[src/rtl/tick_timer_pkg.sv]
package tick_timer_pkg;

  localparam int IDX_CFG    = 0;
  localparam int IDX_START  = 1;
  localparam int IDX_COUNT  = 2;

  localparam int BIT_RUN    = 0;
  localparam int BIT_IRQ    = 1;
  localparam int BIT_SRC    = 2;

  typedef struct packed {
    logic step;       // one count step this cycle
    logic clrCount;   // live count written: force zero
    logic wrStart;    // start value written
  } ctrlStrobe_t;

endpackage

[src/rtl/tick_ref_sync.sv]
module tick_ref_sync #(
  parameter int STAGES = 2
) (
  input  logic clk,
  input  logic rst_n,
  input  logic refIn,
  output logic riseOut
);

  logic [STAGES-1:0] chain;
  logic              lastQ;

  generate
    for (genvar i = 0; i < STAGES; i++) begin : g_stage
      if (i == 0) begin : g_first
        always_ff @(posedge clk or negedge rst_n) begin
          if (!rst_n) chain[0] <= 1'b0;
          else        chain[0] <= refIn;
        end
      end else begin : g_next
        always_ff @(posedge clk or negedge rst_n) begin
          if (!rst_n) chain[i] <= 1'b0;
          else        chain[i] <= chain[i-1];
        end
      end
    end
  endgenerate

  always_ff @(posedge clk or negedge rst_n) begin
    if (!rst_n) lastQ <= 1'b0;
    else        lastQ <= chain[STAGES-1];
  end

  assign riseOut = chain[STAGES-1] & ~lastQ;

endmodule

[src/rtl/tick_timer_dp.sv]
module tick_timer_dp
  import tick_timer_pkg::*;
#(
  parameter int CNT_W = 24
) (
  input  logic             clk,
  input  logic             rst_n,
  input  ctrlStrobe_t      strobe,
  input  logic [CNT_W-1:0] startIn,
  output logic [CNT_W-1:0] countOut,
  output logic [CNT_W-1:0] startOut,
  output logic             zeroHit
);

  logic [CNT_W-1:0] countQ;
  logic [CNT_W-1:0] startQ;
  logic [CNT_W-1:0] countNext;
  logic             atZero;
  logic             atOne;

  assign atZero = (countQ == '0);
  assign atOne  = (countQ == CNT_W'(1));

  always_comb begin
    countNext = countQ;
    if (strobe.clrCount) begin
      countNext = '0;
    end else if (strobe.step) begin
      if (atZero) countNext = startQ;
      else        countNext = countQ - CNT_W'(1);
    end
  end

  always_ff @(posedge clk or negedge rst_n) begin
    if (!rst_n) begin
      countQ <= '0;
      startQ <= '0;
    end else begin
      countQ <= countNext;
      if (strobe.wrStart) startQ <= startIn;
    end
  end

  assign zeroHit  = strobe.step & ~strobe.clrCount & atOne;
  assign countOut = countQ;
  assign startOut = startQ;

endmodule

[src/rtl/tick_timer_ctrl.sv]
module tick_timer_ctrl
  import tick_timer_pkg::*;
#(
  parameter int CNT_W    = 24,
  parameter int DATA_W   = 32,
  parameter int ADDR_W   = 2,
  parameter int FLAG_BIT = 16
) (
  input  logic              clk,
  input  logic              rst_n,
  input  logic [ADDR_W-1:0] regAddr,
  input  logic              wrEn,
  input  logic              rdEn,
  input  logic [2:0]        cfgIn,
  input  logic              dbgAcc,
  input  logic              dbgMaster,
  input  logic              haltIn,
  input  logic              refRise,
  input  logic [CNT_W-1:0]  countIn,
  input  logic [CNT_W-1:0]  startIn,
  input  logic              zeroHit,
  output ctrlStrobe_t       strobe,
  output logic [DATA_W-1:0] rdData,
  output logic              tickPend,
  output logic              cfgRun,
  output logic              cfgIrq,
  output logic              flagOut
);

  logic              runQ, irqQ, srcQ, flagQ, pendQ;
  logic [DATA_W-1:0] rdQ;
  logic [DATA_W-1:0] cfgWord;
  logic [DATA_W-1:0] rdMux;
  logic              hitCfg, hitStart, hitCount;
  logic              wrCfg, wrCount, rdCfg, keepFlag, countTick;

  assign hitCfg   = (regAddr == ADDR_W'(IDX_CFG));
  assign hitStart = (regAddr == ADDR_W'(IDX_START));
  assign hitCount = (regAddr == ADDR_W'(IDX_COUNT));

  assign wrCfg    = wrEn & hitCfg;
  assign wrCount  = wrEn & hitCount;
  assign rdCfg    = rdEn & hitCfg;
  assign keepFlag = dbgAcc & dbgMaster;

  assign countTick = srcQ | refRise;

  always_comb begin
    strobe          = '0;
    strobe.step     = runQ & ~haltIn & countTick;
    strobe.clrCount = wrCount;
    strobe.wrStart  = wrEn & hitStart;
  end

  always_comb begin
    cfgWord           = '0;
    cfgWord[BIT_RUN]  = runQ;
    cfgWord[BIT_IRQ]  = irqQ;
    cfgWord[BIT_SRC]  = srcQ;
    cfgWord[FLAG_BIT] = flagQ;
  end

  always_comb begin
    rdMux = '0;
    if (hitCfg)        rdMux = cfgWord;
    else if (hitStart) rdMux = DATA_W'(startIn);
    else if (hitCount) rdMux = DATA_W'(countIn);
  end

  always_ff @(posedge clk or negedge rst_n) begin
    if (!rst_n) begin
      runQ  <= 1'b0;
      irqQ  <= 1'b0;
      srcQ  <= 1'b0;
      flagQ <= 1'b0;
      pendQ <= 1'b0;
      rdQ   <= '0;
    end else begin
      if (wrCfg) begin
        runQ <= cfgIn[BIT_RUN];
        irqQ <= cfgIn[BIT_IRQ];
        srcQ <= cfgIn[BIT_SRC];
      end
      if (zeroHit)                  flagQ <= 1'b1;
      else if (wrCount)             flagQ <= 1'b0;
      else if (rdCfg && !keepFlag)  flagQ <= 1'b0;
      pendQ <= zeroHit & irqQ;
      rdQ   <= rdEn ? rdMux : '0;
    end
  end

  assign rdData   = rdQ;
  assign tickPend = pendQ;
  assign cfgRun   = runQ;
  assign cfgIrq   = irqQ;
  assign flagOut  = flagQ;

endmodule

[src/rtl/tick_timer.sv]
module tick_timer
  import tick_timer_pkg::*;
#(
  parameter int CNT_W       = 24,
  parameter int DATA_W      = 32,
  parameter int ADDR_W      = 2,
  parameter int FLAG_BIT    = 16,
  parameter int SYNC_STAGES = 2
) (
  input  logic              clk,
  input  logic              rst_n,
  input  logic [ADDR_W-1:0] regAddr,
  input  logic              wrEn,
  input  logic              rdEn,
  input  logic [DATA_W-1:0] wrData,
  input  logic              dbgAcc,
  input  logic              dbgMaster,
  input  logic              haltIn,
  input  logic              refClk,
  output logic [DATA_W-1:0] rdData,
  output logic              tickPend
);

  ctrlStrobe_t      strobe;
  logic             refRise;
  logic             zeroHit;
  logic [CNT_W-1:0] countW;
  logic [CNT_W-1:0] startW;
  logic             cfgRun, cfgIrq, flagW;
  logic             unusedWrHi;

  assign unusedWrHi = ^wrData[DATA_W-1:CNT_W];

  tick_ref_sync #(.STAGES(SYNC_STAGES)) u_sync (
    .clk     (clk),
    .rst_n   (rst_n),
    .refIn   (refClk),
    .riseOut (refRise)
  );

  tick_timer_ctrl #(
    .CNT_W(CNT_W), .DATA_W(DATA_W), .ADDR_W(ADDR_W), .FLAG_BIT(FLAG_BIT)
  ) u_ctrl (
    .clk       (clk),
    .rst_n     (rst_n),
    .regAddr   (regAddr),
    .wrEn      (wrEn),
    .rdEn      (rdEn),
    .cfgIn     (wrData[2:0]),
    .dbgAcc    (dbgAcc),
    .dbgMaster (dbgMaster),
    .haltIn    (haltIn),
    .refRise   (refRise),
    .countIn   (countW),
    .startIn   (startW),
    .zeroHit   (zeroHit),
    .strobe    (strobe),
    .rdData    (rdData),
    .tickPend  (tickPend),
    .cfgRun    (cfgRun),
    .cfgIrq    (cfgIrq),
    .flagOut   (flagW)
  );

  tick_timer_dp #(.CNT_W(CNT_W)) u_dp (
    .clk      (clk),
    .rst_n    (rst_n),
    .strobe   (strobe),
    .startIn  (wrData[CNT_W-1:0]),
    .countOut (countW),
    .startOut (startW),
    .zeroHit  (zeroHit)
  );

endmodule

[config.mk]
export PLATFORM = sky130hd
export DESIGN_NAME = tick_timer
export DESIGN_NICKNAME = d
export VERILOG_FILES = /design/src/rtl/tick_timer_pkg.sv /design/src/rtl/tick_ref_sync.sv /design/src/rtl/tick_timer_dp.sv /design/src/rtl/tick_timer_ctrl.sv /design/src/rtl/tick_timer.sv
export SDC_FILE = /design/constraint.sdc
export NUM_CORES = 1
export LEC_CHECK = 0
export CAP_MARGIN = 20
export CORE_ASPECT_RATIO = 0.75
export CORE_MARGIN = 2
export CORE_UTILIZATION = 35
export CTS_CLUSTER_SIZE = 16
export DETAILED_ROUTE_END_ITERATION = 10
export PLACE_DENSITY = 0.57
export SKIP_LAST_GASP = 1
export SYNTH_ARGS = -nofsm -noshare
export SYNTH_HDL_FRONTEND = slang
export SYNTH_SLANG_ARGS = --single-unit
[constraint.sdc]
create_clock -name clk -period 4.9 [get_ports clk]
set_clock_uncertainty 0.1 [all_clocks]
set_input_delay 0.735 -clock clk [delete_from_list [all_inputs] [get_ports clk]]
set_output_delay 0.735 -clock clk [all_outputs]
set_load 0.02 [all_outputs]
* After elaboration in Yosys (flattened, before gate mapping)
Index checks and enable logic that the tools add are counted.
** Operators by class
- Add/subtract/negate cells :: 1
- Eq/ne operators :: 3
- Muxes and demuxes :: 10
- Bitwise logic cells :: 15
- Reductions and logical operators :: 6
** Operators by type and width (number)
- $mux W24 :: 4
- $mux W32 :: 3
- $eq A24 B1 Y1 const B :: 1
- $logic_not A24 Y1 :: 1
- $sub A24 B1 Y24 const B :: 1
- $and A1 B1 Y1 :: 11
- $mux W1 :: 3
- $not A1 Y1 :: 3
- $reduce_bool A3 Y1 :: 1
- $eq A2 B1 Y1 const B :: 1
- $eq A2 B2 Y1 const B :: 1
- $logic_not A2 Y1 :: 1
- $reduce_bool A2 Y1 :: 1
- $logic_and A1 B1 Y1 :: 1
- $logic_not A1 Y1 :: 1
- $or A1 B1 Y1 :: 1
** Storage, ports and cells
- Flip-flop bits (word level) :: 88
- Output and inout bits :: 33
- Logic and storage cells :: 46

* Longest topological paths before layout
Gate-level depths: netlist of run 1.
- Depth in word-level cells :: 7
- Depth in mapped cells :: 9
- Mapped depth without buffers :: 7

* Hierarchy
From an unflattened synthesis of run 1, not the netlist that was laid out.
** Unflattened totals
- Cell total of the unflattened synthesis :: 378
- Area total of the unflattened synthesis :: 4028.9 um^2
** By module, submodules not included
- tick_timer_dp :: instances 1, cells each 255, area an instance 2586.2 um^2, sequential area each 1201.2 um^2
- tick_timer_ctrl :: instances 1, cells each 119, area an instance 1353.8 um^2, sequential area each 725.7 um^2
- tick_ref_sync :: instances 1, cells each 4, area an instance 88.8 um^2, sequential area each 75.1 um^2

* Worst setup path before layout of run 1
No wires, ideal clock.
- Path kind :: register to register
- From :: register u_dp.countQ[18] (netlist: u_dp.countOut[18])
- To :: register u_dp.countQ[16] (netlist: u_dp.countOut[16])
- Library setup time :: 0.148 ns
- Arrival time :: 2.155 ns
- Setup slack :: 2.497 ns
- Stages on the path, launching flop included :: 9
- Clock period less this slack :: 2.403 ns
- Path through :: dfrtp_1 or4_1 buf_2 nor4_4 nand2_2 buf_6 buf_2 a31oi_1 o22ai_1
** Between the ends
- Word-level cells in the longest chain between the ends :: 4
** Ends and longest elaborated chain
- start, declared :: RTL line tick_timer_dp.sv:15 : logic [CNT_W-1:0] countQ;
- start signal, assigned :: RTL line tick_timer_dp.sv:39 : countQ <= countNext;
- $logic_not A24 Y1 :: RTL line tick_timer_dp.sv:21 : assign atZero = (countQ == '0);
- $mux W24 :: RTL line tick_timer_dp.sv:29 : if (atZero) countNext = startQ;
- $mux W24 :: RTL line tick_timer_dp.sv:28 : end else if (strobe.step) begin
- $mux W24 :: RTL line tick_timer_dp.sv:26 : if (strobe.clrCount) begin
Every way passes these cells. The select of a mux whose other input is x is not followed.
A chain may end at the register's enable or synchronous reset.

* Worst setup path in the final report of run 1
- From :: register u_dp.countQ[17] (netlist: u_dp.countOut[17])
- To :: register u_dp.countQ[19] (netlist: u_dp.countOut[19])
** Between the ends
- Word-level cells in the longest chain between the ends :: 4
- Elaborated cells on any way between the ends :: 5
- Those cells by class :: add/sub: 1; mux: 3; reduce/logical: 1
** Ends and longest elaborated chain (RTL line)
- $sub A24 B1 Y24 / $logic_not A24 Y1 (equally long branches) :: tick_timer_dp.sv:30, tick_timer_dp.sv:21
- $mux W24 (*) :: tick_timer_dp.sv:29
- $mux W24 (*) :: tick_timer_dp.sv:28
- $mux W24 (*) :: tick_timer_dp.sv:26
Every way passes the cells marked *; elsewhere a longest branch is shown, timed or not. The select of a mux whose other input is x is not followed.

==> reports/qor.csv, run 1 <==
metric;value;unit
outcome;finished, final reports clean;
cp.required;5.02;ns
slew_viol_final;0;
ys_ff_latch;80;
clock.fmax;0.3141;GHz
synth_top_area_share;49.98;%
cp-start-kind;flip-flop;
seq_power_share;34.7;%
cts_root_buf;clkbuf_16;
area_growth;25.18;%
clock_sinks;80;
endpoint_kind;flip-flop;
firstDrtPassIters;4;
postCtsSetupBuffers;0;
power_switching;0.001125;W
ir_worst_vdd;0.2026;mV
grt_overflow;0;
fin_ws;1.717;ns
finalNetCount;475;
portBuffers;58;
rsz0062_at_grt;false;
setup-tns-final;0;ns
dieArea;12320;um2
wl_per_cell;18.39;um
core_area;11020;um2
diodes;0;
synth-async-reset-ratio;100.0;%
cts_tree;yes;
cts_buffer_depth;2;
hold_viol;0;
antenna_found_initial;0;
die_w;127.5;um
slew_headroom;44.98;%
total_power;0.002807;W
preCtsSetupSlack;1.407;ns
cts-buffers-inserted;9;
max-cap-violations;0;
via_count;3170;
ys_seq_area_share;49.98;%
via_per_inst;5.513;
antenna_left;0;
synthesis.area;4005;um2
synthCells;378;
clkLatencyLatePin;0.34;ns
cts_hold_buf;0;
yosys_most_used_dff;dfrtp_1;
r2r-start;u_dp.countOut[17]$_DFFE_PN0P_;
min_path_type;input port to asynchronous set/reset pin;
layout-drive-gt1-share;13.10;%
io_pins;75;
final_core_util;45.48;%
tightest_slew;0.8178;ns
layout_common_cells;dfrtp_1, clkdlybuf4s50_1, mux2_2;
p_sw_share;40.07;%
ys_top_cells_by_area;dfrtp_1, mux2_2, a22oi_1, nor2b_1, mux2i_1;
start_util;36.33;%
cts_resized;0;
remaining_drc_errors;0;
wl;10580;um
synth_top_cell_by_area;dfrtp_1;
avgSynthCellArea;10.60;um2
pwr_density_cell;559.8;nW/um2
drt-initial-drc-count;223;
period_share;64.97;%
p_leak;2.080;nW
ys_warn_count;0;
synth.distinct_cells;52;
place.detailed.hpwl;6997;um
grt_pass1_vias;3289;
p_int;0.001682;W
fp.dieH;96.64;um
gp_congestion;0.8702;
clkPwrFrac;25.6;%
critPathMaxFanout;20;
htreeDepth;3;
synth-edff-count;0;
cp_data_arrival_time;3.31;ns
grt_max_degree;81;
layout_commonest_cell;dfrtp_1;
crit_type;flip-flop to flip-flop;
setup_violations;0;
pwr-share-comb;39.7;%
clkSlewWorstSetupHoldPaths;0.06;ns
grt_pass1_wl;17620;um
grt_usage;18.16;%
min_period;3.183;ns
cp-startpoint;u_dp.countOut[17]$_DFFE_PN0P_;
num_rows;33;
-- synthesized netlist by cell type, types with 2 or more instances --
master and n:
buf_1 2, o21ai_1 3, buf_2 4, o22ai_1 6, or3_1 3, buf_4 9, nor3_1 14, ha_1 3
nor2b_1 24, a211oi_1 4, nor4_1 10, o21ai_0 17, nor2_1 19, clkbuf_1 16, o32ai_1 2, inv_1 5
mux2i_1 11, nand3b_1 6, and2_1 9, a31oi_1 2, a22oi_1 21, dfrtp_1 80, nand3_1 4, a21oi_1 18
o2bb2ai_1 8, o21a_1 2, o31ai_1 3, or4_1 5, nand2_1 14, mux2_2 27, nand4_1 6
-- path summary, 6_finish.rpt --
path	slack (ns)	depth (start not counted)	end
worst max-delay path	1.72	5	u_dp.countOut[19]$_DFFE_PN0P_
worst min register to register	0.26	0	u_sync.chain[1]$_DFF_PN0_
max in group asynchronous	3.92	2	u_dp.startOut[22]$_DFFE_PN0P_
min in group clk	0.26	0	u_sync.chain[1]$_DFF_PN0_
worst max register to register	1.72	5	u_dp.countOut[19]$_DFFE_PN0P_
worst min-delay path	0.19	1	u_dp.countOut[15]$_DFFE_PN0P_
-- layer usage --
layer,vias up,GRT usage [%],wire length (um)
met2,108,24.27,4335
met1,1549,27.14,5193
met3,17,6.195,842
li1,1496,-,-
met5,-,0,0
met4,0,6.255,204
-- kinds of logic (layout without fill, tap and decap cells) --
logic type	count (synthesis)	in the layout	synth area share [%]
compound gates	95	95	15.96
fa+ha+maj	3	3	0.9373
buf+inv	37	87	4.624
flops	80	80	49.98
mux	39	39	10.62
other cells	1	8	0.09363
simple gates	123	123	17.78
-- flip-flops by register name, summed over array words and instances (netlist names) --
register,count
u_ctrl.cfgIrq,1
u_ctrl.cfgRun,1
u_ctrl.flagOut,1
u_ctrl.rdData,24
u_ctrl.srcQ,1
u_ctrl.tickPend,1
u_dp.countOut,24
u_dp.startOut,24
u_sync.chain,2
u_sync.lastQ,1
-- final cells by class --
class / instances / area, um2
clock buffers: 13 / 250.2
inverters: 5 / 18.77
flip-flops and latches: 80 / 2002
multi-input cells: 268 / 1844
repair buffers: 66 / 658.1
clock inverters: 3 / 65.06
fillers: 1017 / 6011
well taps: 140 / 175.2
-- power by group through the flow --
stage / Clock [W] / Combinational (W) / Sequential, W
finish: 0.000718 / 0.00111 / 0.000975
global route: 0.000763 / 0.00124 / 0.00100
global placement: 0 / 0.00109 / 0.000977
CTS: 0.000736 / 0.00111 / 0.000971
floorplan: 0 / 0.000840 / 0.000921
detailed placement: 0 / 0.00110 / 0.000982
-- critical path, stage by stage, from the launching register on --
cell	delay, ns
dfrtp_1	0.46
or4_1	0.68
nor4_4	0.68
nand2_2	0.50
mux2_1	0.45
a32o_1	0.20
-- per-stage QoR --
stage                     instances  hold slack [ns]  cell area (um2)
final                           575           0.1871             5014
after detailed placement        558           0.2498             4671
after global placement          558           0.2329             4671
after floorplan                 385           0.2312             4031
after global routing            575           0.2039             5014
after CTS                       574           0.2630             4986
Note: power is estimated with default switching activity, not from simulation.
==> run 2: changes to the inputs <==
==> constraint.sdc (replaced) <==
create_clock -name clk -period 3.1 [get_ports clk]
set_clock_uncertainty 0.1 [all_clocks]
set_input_delay 0.465 -clock clk [delete_from_list [all_inputs] [get_ports clk]]
set_output_delay 0.465 -clock clk [all_outputs]
set_load 0.02 [all_outputs]
==> run 2 against run 1 <==
Clock power rose by 55%. First-iteration DRC count is 14% lower. Sequential share of layout area decreased by 1.3 points. Core utilization grew 1.6 points. Cell count increased by 3.8%. Critical path type unchanged. Largest cell class unchanged.
==> reports/qor.csv, run 2 (synthesis results as in run 1) <==
metric;value;unit;change
ir_worst_vdd;0.4552;mV;+120%
start_util;36.33;%;unchanged
hold_viol;0;;unchanged
firstDrtPassIters;4;;unchanged
min_path_type;flip-flop to flip-flop;;
diodes;0;;unchanged
clock.fmax;0.3840;GHz;+22%
grt_usage;18.75;%;+0.58 points
seq_power_share;32.7;%;-2.0 points
final_core_util;47.03;%;+1.6 points
rsz0062_at_grt;false;;
core_area;11020;um2;unchanged
antenna_left;0;;unchanged
cpMostUsedCell;buf_4;;
place.detailed.hpwl;7679;um;+9.8%
cp.required;3.24;ns;-1.78 ns
fp.dieH;96.64;um;unchanged
cts_buffer_depth;2;;unchanged
clkPwrFrac;23.8;%;-1.8 points
holdWs;0.2535;ns;+0.06645 ns
cp-startpoint;u_dp.countOut[1]$_DFFE_PN0P_;;
placed_area;4828;um2;+3.4%
tightest_slew;0.7661;ns;-0.05175 ns
grt_overflow;0;;unchanged
grt_max_degree;81;;unchanged
cts_root_buf;clkbuf_16;;
max-cap-violations;0;;unchanged
cp-start-kind;flip-flop;;
period_share;84.02;%;+19 points
cts-buffers-inserted;9;;unchanged
io_pins;75;;unchanged
gp_congestion;0.9336;;+7.3%
slew_viol_final;0;;unchanged
critPathMaxFanout;8;;-60%
via_per_inst;5.394;;-2.2%
layout_commonest_cell;dfrtp_1;;
wl;10850;um;+2.6%
remaining_drc_errors;0;;unchanged
pwr-share-comb;43.6;%;+3.9 points
layout_common_cells;dfrtp_1, clkdlybuf4s50_1, buf_4;;
setup-tns-final;0;ns;unchanged
dieArea;12320;um2;unchanged
num_rows;33;;unchanged
htreeDepth;3;;unchanged
wl_per_cell;18.17;um;-1.2%
clock_sinks;80;;unchanged
postCtsSetupBuffers;0;;unchanged
power_switching;0.001827;W;+62%
fin_area;5185;um2;+3.4%
fin_ws;0.4955;ns;-1.221 ns
crit_buf_inv;3;;+3
via_count;3220;;+1.6%
die_w;127.5;um;unchanged
cts_tree;yes;;
portBuffers;58;;unchanged
drt-initial-drc-count;191;;-14%
r2r-start;u_dp.countOut[1]$_DFFE_PN0P_;;
endpoint_kind;flip-flop;;
p_int;0.002858;W;+70%
finalNetCount;497;;+4.6%
outcome;finished, final reports clean;;
preCtsSetupSlack;0.5263;ns;-0.8806 ns
setup_violations;0;;unchanged
clkSlewWorstSetupHoldPaths;0.06;ns;about the same
slowest_delay;0.48;ns;-0.20 ns
layout-drive-gt1-share;17.51;%;+4.4 points
pwr_density_cell;903.6;nW/um2;+61%
fillers;1037;;+2.0%
grt_pass1_wl;17970;um;+2.0%
crit_family;simple AND/OR/NAND/NOR gates;;
slew_headroom;48.59;%;+3.6 points
grt_pass1_vias;3297;;+0.24%
cp_data_arrival_time;2.74;ns;-0.57 ns
min_period;2.604;ns;-0.5789 ns
p_leak;2.189;nW;+5.3%
clkLatencyLatePin;0.34;ns;about the same
cp_cell_sequence;inv_1, ha_1, or3b_2, nor4_4, buf_4, and2_1, buf_4, nor2_1, o32ai_1;;
hp-start;u_sync.chain[0]$_DFF_PN0_;;
crit_type;flip-flop to flip-flop;;
area_growth;29.46;%;
antenna_found_initial;0;;unchanged
cp_slowest_cell;or3b_2;;
p_sw_share;39.00;%;-1.1 points
[run 2: worst paths after layout]
path                            slack [ns]  cells past startpoint                             to
worst max-delay path                  0.50                      9   u_dp.countOut[0]$_DFFE_PN0P_
worst min-delay path                  0.25                      0      u_sync.chain[1]$_DFF_PN0_
worst max register to register        0.50                      9   u_dp.countOut[0]$_DFFE_PN0P_
worst min register to register        0.25                      0      u_sync.chain[1]$_DFF_PN0_
max in group asynchronous             1.91                      3     u_ctrl.rdData[5]$_DFF_PN0_
min in group asynchronous             0.41                      2  u_dp.startOut[16]$_DFFE_PN0P_
[run 2: cell type report]
class / instances / area (um2) / share of cell area [%]
clock inverters: 2 / 35.03 / 0.6757
inverters: 5 / 18.77 / 0.3620
multi-input cells: 268 / 1844 / 35.57
well taps: 140 / 175.2 / 3.378
clock buffers: 14 / 284.0 / 5.478
flip-flops and latches: 80 / 2002 / 38.61
repair buffers: 88 / 825.8 / 15.93
[run 2: routing by layer]
metal  global-route usage [%]  wire [um]  part of all wire, %
met5                        0          0                    0
met3                    4.812        740                  6.8
met2                    26.37       4599                   42
met4                    6.171        117                  1.1
met1                    27.98       5391                   50
[run 2: timing repair]
item | 4_1_cts | 5_1_grt
endpoints found under the hold margin | 0 | 10
gates resized for setup | 0 | 0
hold buffers | 0 | 1
[run 2: per-stage QoR]
step                      instances  power, W
after floorplan                 385  0.002785
after global placement          579  0.003528
after detailed placement        579  0.003554
after CTS                       595  0.004691
after global routing            597  0.005007
final                           597  0.004685
[run 2: power groups by stage]
stage	sequential, W	clock (W)	combinational, W
3_5_place_dp	0.00154	0	0.00201
5_1_grt	0.00157	0.00118	0.00225
3_3_place_gp	0.00154	0	0.00199
6_report	0.00153	0.00111	0.00204
4_1_cts	0.00153	0.00114	0.00202
2_1_floorplan	0.00146	0	0.00133
[run 2: worst reg2reg max path: stages (launching register included)]
cell	delay, ns
dfrtp_1	0.41
inv_1	0.14
ha_1	0.19
or3b_2	0.48
nor4_4	0.23
buf_4	0.19
and2_1	0.25
buf_4	0.21
nor2_1	0.05
o32ai_1	0.25
